$ cat config.mk
export PLATFORM = sky130hd
export DESIGN_NAME = cs_select_ctrl
export DESIGN_NICKNAME = d
export VERILOG_FILES = /design/src/rtl/cs_pkg.sv /design/src/rtl/cs_lead_timer.sv /design/src/rtl/cs_line_decode.sv /design/src/rtl/cs_select_ctrl.sv
export SDC_FILE = /design/constraint.sdc
export NUM_CORES = 1
export LEC_CHECK = 0
export ABC_AREA = 0
export CAP_MARGIN = 20
export CORE_AREA = 2 2 39 41
export DETAILED_ROUTE_END_ITERATION = 10
export DIE_AREA = 0 0 41 43
export PLACE_DENSITY = 0.81
export SYNTH_ARGS = -nofsm -noshare
export SYNTH_HDL_FRONTEND = slang
export SYNTH_HIERARCHICAL = 1
export SYNTH_SLANG_ARGS = --single-unit
$ cat constraint.sdc
create_clock -name clk -period 4.2 [get_ports clk]
set_input_delay 1.05 -clock clk [delete_from_list [all_inputs] [get_ports clk]]
set_output_delay 1.05 -clock clk [all_outputs]
set_load 0.02 [all_outputs]
$ cat src/rtl/cs_pkg.sv
package cs_pkg;
    typedef enum logic [1:0] {
        CS_IDLE = 2'd0,
        CS_LEAD = 2'd1,
        CS_RUN  = 2'd2
    } cs_phase_e;
endpackage

$ cat src/rtl/cs_lead_timer.sv
module cs_lead_timer #(
    parameter int HALF_DIV = 4
) (
    input  logic clk,
    input  logic rst_n,
    input  logic load,
    input  logic count_en,
    output logic expired
);
    localparam int CNT_W = (HALF_DIV > 1) ? $clog2(HALF_DIV) : 1;
    localparam logic [CNT_W-1:0] LOAD_V = CNT_W'(HALF_DIV - 1);

    logic [CNT_W-1:0] cnt_d, cnt_q;

    always_comb begin
        cnt_d = cnt_q;
        if (load)
            cnt_d = LOAD_V;
        else if (count_en && cnt_q != '0)
            cnt_d = cnt_q - 1'b1;
    end

    always_ff @(posedge clk or negedge rst_n) begin
        if (!rst_n) cnt_q <= '0;
        else        cnt_q <= cnt_d;
    end

    assign expired = (cnt_q == '0);

    // the lead count never exceeds one half-period
    assert_cnt_range_R5: assert property (@(posedge clk) disable iff (!rst_n)
        cnt_q <= LOAD_V);

    // a freshly loaded count is observed next cycle
    assert_load_seen_R5: assert property (@(posedge clk) disable iff (!rst_n)
        load |=> (cnt_q == LOAD_V));
endmodule

$ cat src/rtl/cs_line_decode.sv
module cs_line_decode #(
    parameter int NUM_CS = 4,
    parameter int IDX_W  = 2
) (
    input  logic [IDX_W-1:0]  sel,
    input  logic              assert_en,
    input  logic              act_low,
    output logic [NUM_CS-1:0] lines
);
    for (genvar i = 0; i < NUM_CS; i++) begin : g_line
        logic hit;
        assign hit      = assert_en && (sel == IDX_W'(i));
        assign lines[i] = act_low ^ hit;
    end
endmodule

$ cat src/rtl/cs_select_ctrl.sv
module cs_select_ctrl
    import cs_pkg::*;
#(
    parameter int NUM_CS   = 4,
    parameter int HALF_DIV = 4,
    parameter int IDX_W    = (NUM_CS > 1) ? $clog2(NUM_CS) : 1
) (
    input  logic              clk,
    input  logic              rst_n,
    input  logic [IDX_W-1:0]  sel_idx,
    input  logic              manual_mode,
    input  logic              manual_level,
    input  logic              act_low,
    input  logic              burst_active,
    output logic              clk_go,
    output logic [NUM_CS-1:0] cs_lines
);
    typedef struct packed {
        cs_phase_e         phase;
        logic [IDX_W-1:0]  sel;
        logic              pol;
        logic              man;
        logic              go;
        logic [NUM_CS-1:0] lines;
    } ctl_t;

    ctl_t st_d, st_q;
    logic timer_load, timer_run, timer_expired;
    logic assert_en;
    logic busy;
    logic [NUM_CS-1:0] lines_next;

    cs_lead_timer #(.HALF_DIV(HALF_DIV)) u_timer (
        .clk      (clk),
        .rst_n    (rst_n),
        .load     (timer_load),
        .count_en (timer_run),
        .expired  (timer_expired)
    );

    cs_line_decode #(.NUM_CS(NUM_CS), .IDX_W(IDX_W)) u_decode (
        .sel       (st_d.sel),
        .assert_en (assert_en),
        .act_low   (act_low),
        .lines     (lines_next)
    );

    always_comb begin
        st_d      = st_q;
        busy      = (st_q.phase != CS_IDLE) || (manual_mode && burst_active);
        st_d.sel  = busy ? st_q.sel : sel_idx;
        st_d.pol  = act_low;
        st_d.man  = manual_mode;

        unique case (st_q.phase)
            CS_IDLE: if (!manual_mode && burst_active) st_d.phase = CS_LEAD;
            CS_LEAD: begin
                if (manual_mode || !burst_active) st_d.phase = CS_IDLE;
                else if (timer_expired)           st_d.phase = CS_RUN;
            end
            CS_RUN:  if (manual_mode || !burst_active) st_d.phase = CS_IDLE;
            default: st_d.phase = CS_IDLE;
        endcase

        timer_load = (st_q.phase == CS_IDLE) && (st_d.phase == CS_LEAD);
        timer_run  = (st_q.phase == CS_LEAD);

        if (manual_mode) begin
            assert_en = manual_level;
            st_d.go   = burst_active;
        end else begin
            assert_en = (st_d.phase != CS_IDLE);
            st_d.go   = (st_d.phase == CS_RUN);
        end
        st_d.lines = lines_next;
    end

    always_ff @(posedge clk or negedge rst_n) begin
        if (!rst_n) begin
            st_q.phase <= CS_IDLE;
            st_q.sel   <= '0;
            st_q.pol   <= 1'b1;
            st_q.man   <= 1'b0;
            st_q.go    <= 1'b0;
            st_q.lines <= '1;
        end else begin
            st_q <= st_d;
        end
    end

    assign clk_go   = st_q.go;
    assign cs_lines = st_q.lines;

    // no more than one line differs from the resting level
    assert_one_sel_R8: assert property (@(posedge clk) disable iff (!rst_n)
        $countones(st_q.lines ^ {NUM_CS{st_q.pol}}) <= 1);

    // in automatic mode clocking is released only with a line asserted
    assert_go_needs_sel_R5: assert property (@(posedge clk) disable iff (!rst_n)
        (st_q.go && !st_q.man) |-> (st_q.lines != {NUM_CS{st_q.pol}}));

    // the index stays put while a burst sequence is under way
    assert_sel_hold_R7: assert property (@(posedge clk) disable iff (!rst_n)
        (st_q.phase != CS_IDLE) |=> (st_q.sel == $past(st_q.sel)));

    // a dropped request in the run phase releases everything together
    assert_release_R6: assert property (@(posedge clk) disable iff (!rst_n)
        (st_q.phase == CS_RUN && !burst_active && !manual_mode)
        |=> (!st_q.go && st_q.lines == {NUM_CS{st_q.pol}}));

    // an aborted lead never raises the go strobe
    assert_abort_R9: assert property (@(posedge clk) disable iff (!rst_n)
        (st_q.phase == CS_LEAD && !burst_active && !manual_mode) |=> !st_q.go);
endmodule

=== Word level (Yosys, flattened, before mapping) ===
Cells that the tools add are included.

* Add/subtract/negate cells: 1
* Equal/unequal tests: 7
* Mux-type cells: 10
* Bitwise logic cells: 4
* Reduce and logical (&&, ||, !) cells: 19

{| class="wikitable"
|+ Operator list
! cell !! count
|-
| $mux 2 || 7
|-
| $eq 2x2->1 const B || 4
|-
| $logic_and 1x1->1 || 8
|-
| $reduce_bool 2->1 || 4
|-
| $eq 2x1->1 const B || 3
|-
| $logic_not 2->1 || 3
|-
| $pmux 2 s3 || 1
|-
| $xor 1x1->1 || 4
|-
| $logic_not 1->1 || 2
|-
| $logic_or 1x1->1 || 2
|-
| $mux 1 || 2
|-
| $sub 2x1->2 const B || 1
|}

* Register bits after elaboration: 11
* Logic and storage cells: 46

=== Longest topological paths before layout ===
Gate-level depths: netlist of run 1.

* Depth in word-level cells: 8
* Gate-level depth with buffers: 4
* Mapped depth without buffers: 4

=== Cells and area by module ===
Netlist of run 1, hierarchy kept.

{| class="wikitable"
|+ By module, submodules not included
! module !! instances !! cells each !! area an instance (sq um) !! sequential area each (sq um)
|-
| cs_select_ctrl || 1 || 29 || 370.4 || 230.2
|-
| cs_lead_timer || 1 || 12 || 123.9 || 50.0
|-
| cs_line_decode || 1 || 8 || 67.6 || 0.0
|}

=== Worst setup path after synthesis of run 1 ===
OpenSTA, ideal clock, no wires.

* Path kind: in2reg
* Start: in burst_active
* End: reg st_q (netlist bit cs_lines[0])
* Library setup time: 0.075 ns
* Arrival: 2.019 ns
* Setup slack: 2.106 ns
* Cell stages on the path: 4
* Cells stage by stage: a211oi_2 mux2_2 nor3b_2 xor2_1

{| class="wikitable"
|+ RTL lines
! what !! RTL line !! text
|-
| from (decl) || cs_select_ctrl.sv:14 || <nowiki>input logic burst_active,</nowiki>
|-
| to (signal assigned) || cs_select_ctrl.sv:87 || <nowiki>st_q <= st_d;</nowiki>
|-
| to (decl) || cs_select_ctrl.sv:27 || <nowiki>ctl_t st_d, st_q;</nowiki>
|}

=== Worst setup path in the final report of run 1 ===
* Start: reg st_q (netlist bit cs_lines[3])
* End: out cs_lines[3]

{| class="wikitable"
|+ RTL lines
! what !! RTL line !! text
|-
| to (decl) || cs_select_ctrl.sv:16 || <nowiki>output logic [NUM_CS-1:0] cs_lines</nowiki>
|}

No word-level cell between the ends.

==> results.tsv, run 1 <==
metric	value	unit
hold_ws	0.553	ns
r2r-start	st_q[10]	
synth_cell_types	26	
irDropWorstVdd	196	µV
crit_chain	clkdlybuf4s50_1	
yosysSeqAreaShare	0.499	
path_depth	1	
p_leak	0.000300	µW
hp-start	st_q[10]	
postCtsSetupRepairBufs	0	
die_area	1760	µm²
cp-startpoint	cs_lines[3]	
dieWidth	41	µm
num_antenna_cells	0	
synth_top_cell_area_share	0.312	
yosys-top-cells-area	dfrtp_1 (31%), dfstp_2 (19%), buf_4 (5.3%)	
final_nets	71	
finalSetupTns	0	ns
postCtsHoldBufs	0	
reg2reg_depth	4	
maxCapViolations	0	
rrSetupSlack	2.65	ns
hold_viol	0	
max_slew_margin	0.674	
grt.overflow.total	0	
grt_pass1_vias	388	
hold_class	reg -> reg	
grt_pass1_wl	1620	µm
die_h	43	µm
min_delay_worst_endpoint	st_q[9]	
critPathKind	reg -> out	
synth_warnings	6	
route.detailed.wl_per_inst	12.1	µm
rows	14	
setup_viol	0	
netlist_instances	49	
worstPathMaxFanout	1	
cts_buffers	3	
multi_input_area	236	µm²
syn_area	562	µm²
final_cell_mix	clkdlybuf4s50_1 (12), dfrtp_1 (7), inv_1 (4), dfstp_2 (4)	
r2r_end	cs_lines[0]	
fin_skew	0.00981	ns
path_clk_slew	0.08	ns
worstMarginPinSlew	0.487	ns
wirelength	933	µm
gp_congestion	0.680	
clk_path_buf_depth	2	
final_common_cell	clkdlybuf4s50_1	
h-tree-depth	1	
status	finished clean	
fin_ws	1.75	ns
start_kind	flop	
cts_root_buffer	clkbuf_4	
min_path_cells	1	
port_buffers	12	
finalMaxSlewViolations	0	
slowest_delay	0.60	ns
post-synth-top-area-cell	dfrtp_1	
syn_area_per_cell	11.5	µm²
cp_slowest_cell	clkdlybuf4s50_1	
drt_first_pass_iters	4	
clock_latency	0.28	ns
dp_hpwl	733	µm
grt_start_max_net_pins	12	
areaGrowthSynthToFinish	24.5	%
start_util	0.406	
coreArea	1380	µm²
synth_fp_nets	58	
crit_buf_inv	1	
tritoncts	built	
vias_per_cell	4.90	
critPathTopFamily	buffers and inverters	
ant_nets	0	
arrival	1.40	ns
clock-sinks	11	
fmax	408	MHz
ys_ff_latch	11	
grt_use_total	0.150	
final-seq-area	280	µm²
place_worst_setup_slack	1.55	ns
drc	0	
drtIter0Drc	2	
endpoint_kind	output pin	
final_layout_size_suffix_gt1_frac	0.230	
fill_cells	137	
power_density	421	nW/µm²
cts.repair.resized	0	
vias	377	
timing.final.crit_share	0.584	
worstPathRequired	3.15	ns
boundaryPins	13	
antenna_found_initial	0	
period_needed	2.45	ns
rsz0062_at_grt	no	
-- routing by layer --
layer,GRT usage,vias to the layer above,routed length [µm]
met5,0,-,0
met4,0.160,0,44
met3,0.0314,5,37
met2,0.228,11,482
met1,0.150,177,369
li1,-,184,-
-- kinds of logic (layout without fill, tap and decap cells) --
kind of cell	after synthesis	count (layout)	share of synthesized area
buf+inv	8	20	0.0802
compound gates	5	5	0.0690
simple gates	16	16	0.192
fa+ha+maj	1	1	0.0223
mux	4	4	0.0757
flops	11	11	0.499
xor+xnor	4	4	0.0624
-- synthesized netlist by cell type --
| cell | count |
|---|---|
| buf_4 | 4 |
| mux2i_1 | 2 |
| dfrtp_1 | 7 |
| nand2b_1 | 2 |
| nand3_1 | 1 |
| ha_1 | 1 |
| dfstp_2 | 4 |
| nor3b_2 | 1 |
| a21oi_1 | 1 |
| xnor2_1 | 3 |
| xor2_1 | 1 |
| a31oi_1 | 1 |
| o31ai_1 | 1 |
| a211oi_1 | 1 |
| and2_1 | 1 |
| mux2_2 | 2 |
| inv_1 | 4 |
| and2b_4 | 1 |
| nor2b_2 | 1 |
| and2b_1 | 1 |
| nor2b_1 | 1 |
| nand3b_1 | 3 |
| a211oi_2 | 1 |
| nand2_1 | 1 |
| nor2_1 | 2 |
| nor3_1 | 1 |
-- flip-flops by register name, indices dropped and copies added (netlist names) --
| name | cells |
|---|---|
| clk_go | 1 |
| cs_lines | 4 |
| st_q | 4 |
| u_timer/cnt_q | 2 |
-- worst max-delay path by stage --
stage | to | slack (ns)
after floorplan | cs_lines[0] | 2.11
after global placement | cs_lines[0] | 1.58
after detailed placement | cs_lines[0] | 1.55
after CTS | cs_lines[3] | 1.72
after global routing | cs_lines[3] | 1.69
final | cs_lines[3] | 1.75
-- power by group --
group	switching (µW)	internal [µW]	leakage, µW
Combinational	38.1	45.4	0.000156
Sequential	9.92	127	0.000126
Clock	38.2	35.3	0.0000177
-- area by class of cell --
type | instances | area share
inverters | 4 | 0.0215
clock inverters | 1 | 0.00716
clock buffers | 3 | 0.0322
multi-input cells | 30 | 0.338
well taps | 16 | 0.0286
repair buffers | 12 | 0.172
flip-flops and latches | 11 | 0.401
-- stage by stage --
stage               std cells   util  total power (µW)  cell area [µm²]
CTS                        77  0.505               301              699
floorplan                  49      -               199              562
global placement           73  0.486               219              672
detailed placement         73  0.486               225              672
global route               77  0.505               319              699
finish                     77  0.505               294              699
Note: power is estimated with default switching activity, not from simulation.
==> run 2, diff against run 1 <==
==> constraint.sdc (replaced) <==
create_clock -name clk -period 2.3 [get_ports clk]
set_input_delay 0.575 -clock clk [delete_from_list [all_inputs] [get_ports clk]]
set_output_delay 0.575 -clock clk [all_outputs]
set_load 0.02 [all_outputs]
==> results.tsv, run 2 (synthesized netlist as in run 1, its figures left out) <==
metric	value	unit	change
status	finished clean		
worstPathMaxFanout	1		unchanged
final-seq-area	280	µm²	unchanged
route.detailed.wl_per_inst	12.7	µm	+4.6%
slowest_delay	0.60	ns	about the same
drt_first_pass_iters	4		unchanged
worstMarginPinSlew	0.492	ns	+0.00534 ns
finalMaxSlewViolations	0		unchanged
grt_pass1_wl	1610	µm	-0.86%
hold_viol	0		unchanged
antenna_found_initial	0		unchanged
grt.overflow.total	0		unchanged
hold_class	reg -> reg		
endpoint_kind	output pin		
max_slew_margin	0.671		-0.00357
vias	385		+2.1%
clock_latency	0.27	ns	about the same
final_common_cell	clkdlybuf4s50_1		
drtIter0Drc	6		+4
start_util	0.406		unchanged
crit_buf_inv	1		unchanged
critPathKind	reg -> out		
placedCellCount	74		+1.4%
start_kind	flop		
path_clk_slew	0.07	ns	about the same
crit_chain	clkdlybuf4s50_1		
worstPathRequired	1.73	ns	-1.42 ns
cts.repair.resized	0		unchanged
cts_buffers	3		unchanged
areaGrowthSynthToFinish	25.6	%	
multi_input_area	236	µm²	unchanged
wirelength	989	µm	+6.0%
setup_viol	0		unchanged
arrival	1.38	ns	-0.02 ns
finalSetupTns	0	ns	unchanged
cp_slowest_cell	clkdlybuf4s50_1		
power_density	760	nW/µm²	+81%
grt_pass1_vias	396		+2.1%
dp_hpwl	781	µm	+6.6%
boundaryPins	13		unchanged
h-tree-depth	1		unchanged
tritoncts	built		
rsz0062_at_grt	no		
layoutNonFillerInstCount	78		+1.3%
fin_skew	0.00282	ns	-0.00699 ns
die_area	1760	µm²	unchanged
maxCapViolations	0		unchanged
postCtsSetupRepairBufs	0		unchanged
coreArea	1380	µm²	unchanged
gp_congestion	0.741		+9.1%
final_layout_size_suffix_gt1_frac	0.226		-0.00370
clock-sinks	11		unchanged
final_nets	72		+1.4%
rows	14		unchanged
cts_root_buffer	clkbuf_4		
vias_per_cell	4.94		+0.81%
period_needed	1.96	ns	
dieWidth	41	µm	unchanged
ant_nets	0		unchanged
clk_path_buf_depth	2		unchanged
drc	0		unchanged
timing.final.crit_share	0.851		
grt_start_max_net_pins	12		unchanged
critPathTopFamily	buffers and inverters		
num_antenna_cells	0		unchanged
p_leak	0.000302	µW	+0.72%
final_cell_mix	clkdlybuf4s50_1 (12), dfrtp_1 (7), inv_1 (4), dfstp_2 (4)		
irDropWorstVdd	334	µV	+71%
grt_use_total	0.140		-0.0102
die_h	43	µm	unchanged
port_buffers	12		unchanged
fill_cells	131		-4.4%
postCtsHoldBufs	0		unchanged
fmax	511	MHz	
run 2: worst paths after layout:
path,from,end,slack (ns),cells past startpoint
worst max-delay path,cs_lines[3],cs_lines[3],0.34,1
worst min-delay path,u_timer/cnt_q[1],u_timer/cnt_q[1],0.55,2
worst max register to register,st_q[10],cs_lines[0],0.73,4
worst min register to register,u_timer/cnt_q[1],u_timer/cnt_q[1],0.55,2
max in group asynchronous,rst_n,cs_lines[2],1.31,1
min in group asynchronous,rst_n,clk_go,0.64,1
run 2: worst reg2reg max path, cell delays in order (launching register included):
cell      delay, ns
dfrtp_1        0.45
a211oi_2       0.27
mux2_2         0.41
nor3b_2        0.20
xor2_1         0.16
run 2: cell type report:
class                           instances  area share
Clock buffer                            4      0.0372
Inverter                                4      0.0213
Multi-Input combinational cell         30       0.335
Sequential cell                        11       0.397
Tap cell                               16      0.0284
Timing Repair Buffer                   13       0.181
run 2: power by group:
group | switching [µW] | total (µW) | internal [µW] | leakage (µW)
registers | 17.2 | 250 | 233 | 0.000126
logic | 71.3 | 156 | 84.7 | 0.000161
clock network | 63.1 | 130 | 67.2 | 0.0000150
run 2: metal layers:
metal / GRT usage / part of all wire / up-vias
met1: 0.137 / 0.39 / 184
li1: - / - / 187
met2: 0.247 / 0.55 / 12
met4: 0.0800 / 0.023 / 0
met5: 0 / 0 / -
met3: 0.0314 / 0.033 / 2
run 2: per-stage QoR:
step	util	instance area, µm²	setup WS, ns	hold slack (ns)	power, µW
finish	0.510	706	0.342	0.545	536
global route	0.510	706	0.283	0.571	573
CTS	0.510	706	0.326	0.551	543
detailed placement	0.491	679	0.108	0.535	411
global placement	0.491	679	0.158	0.519	402
floorplan	-	562	0.681	0.279	364
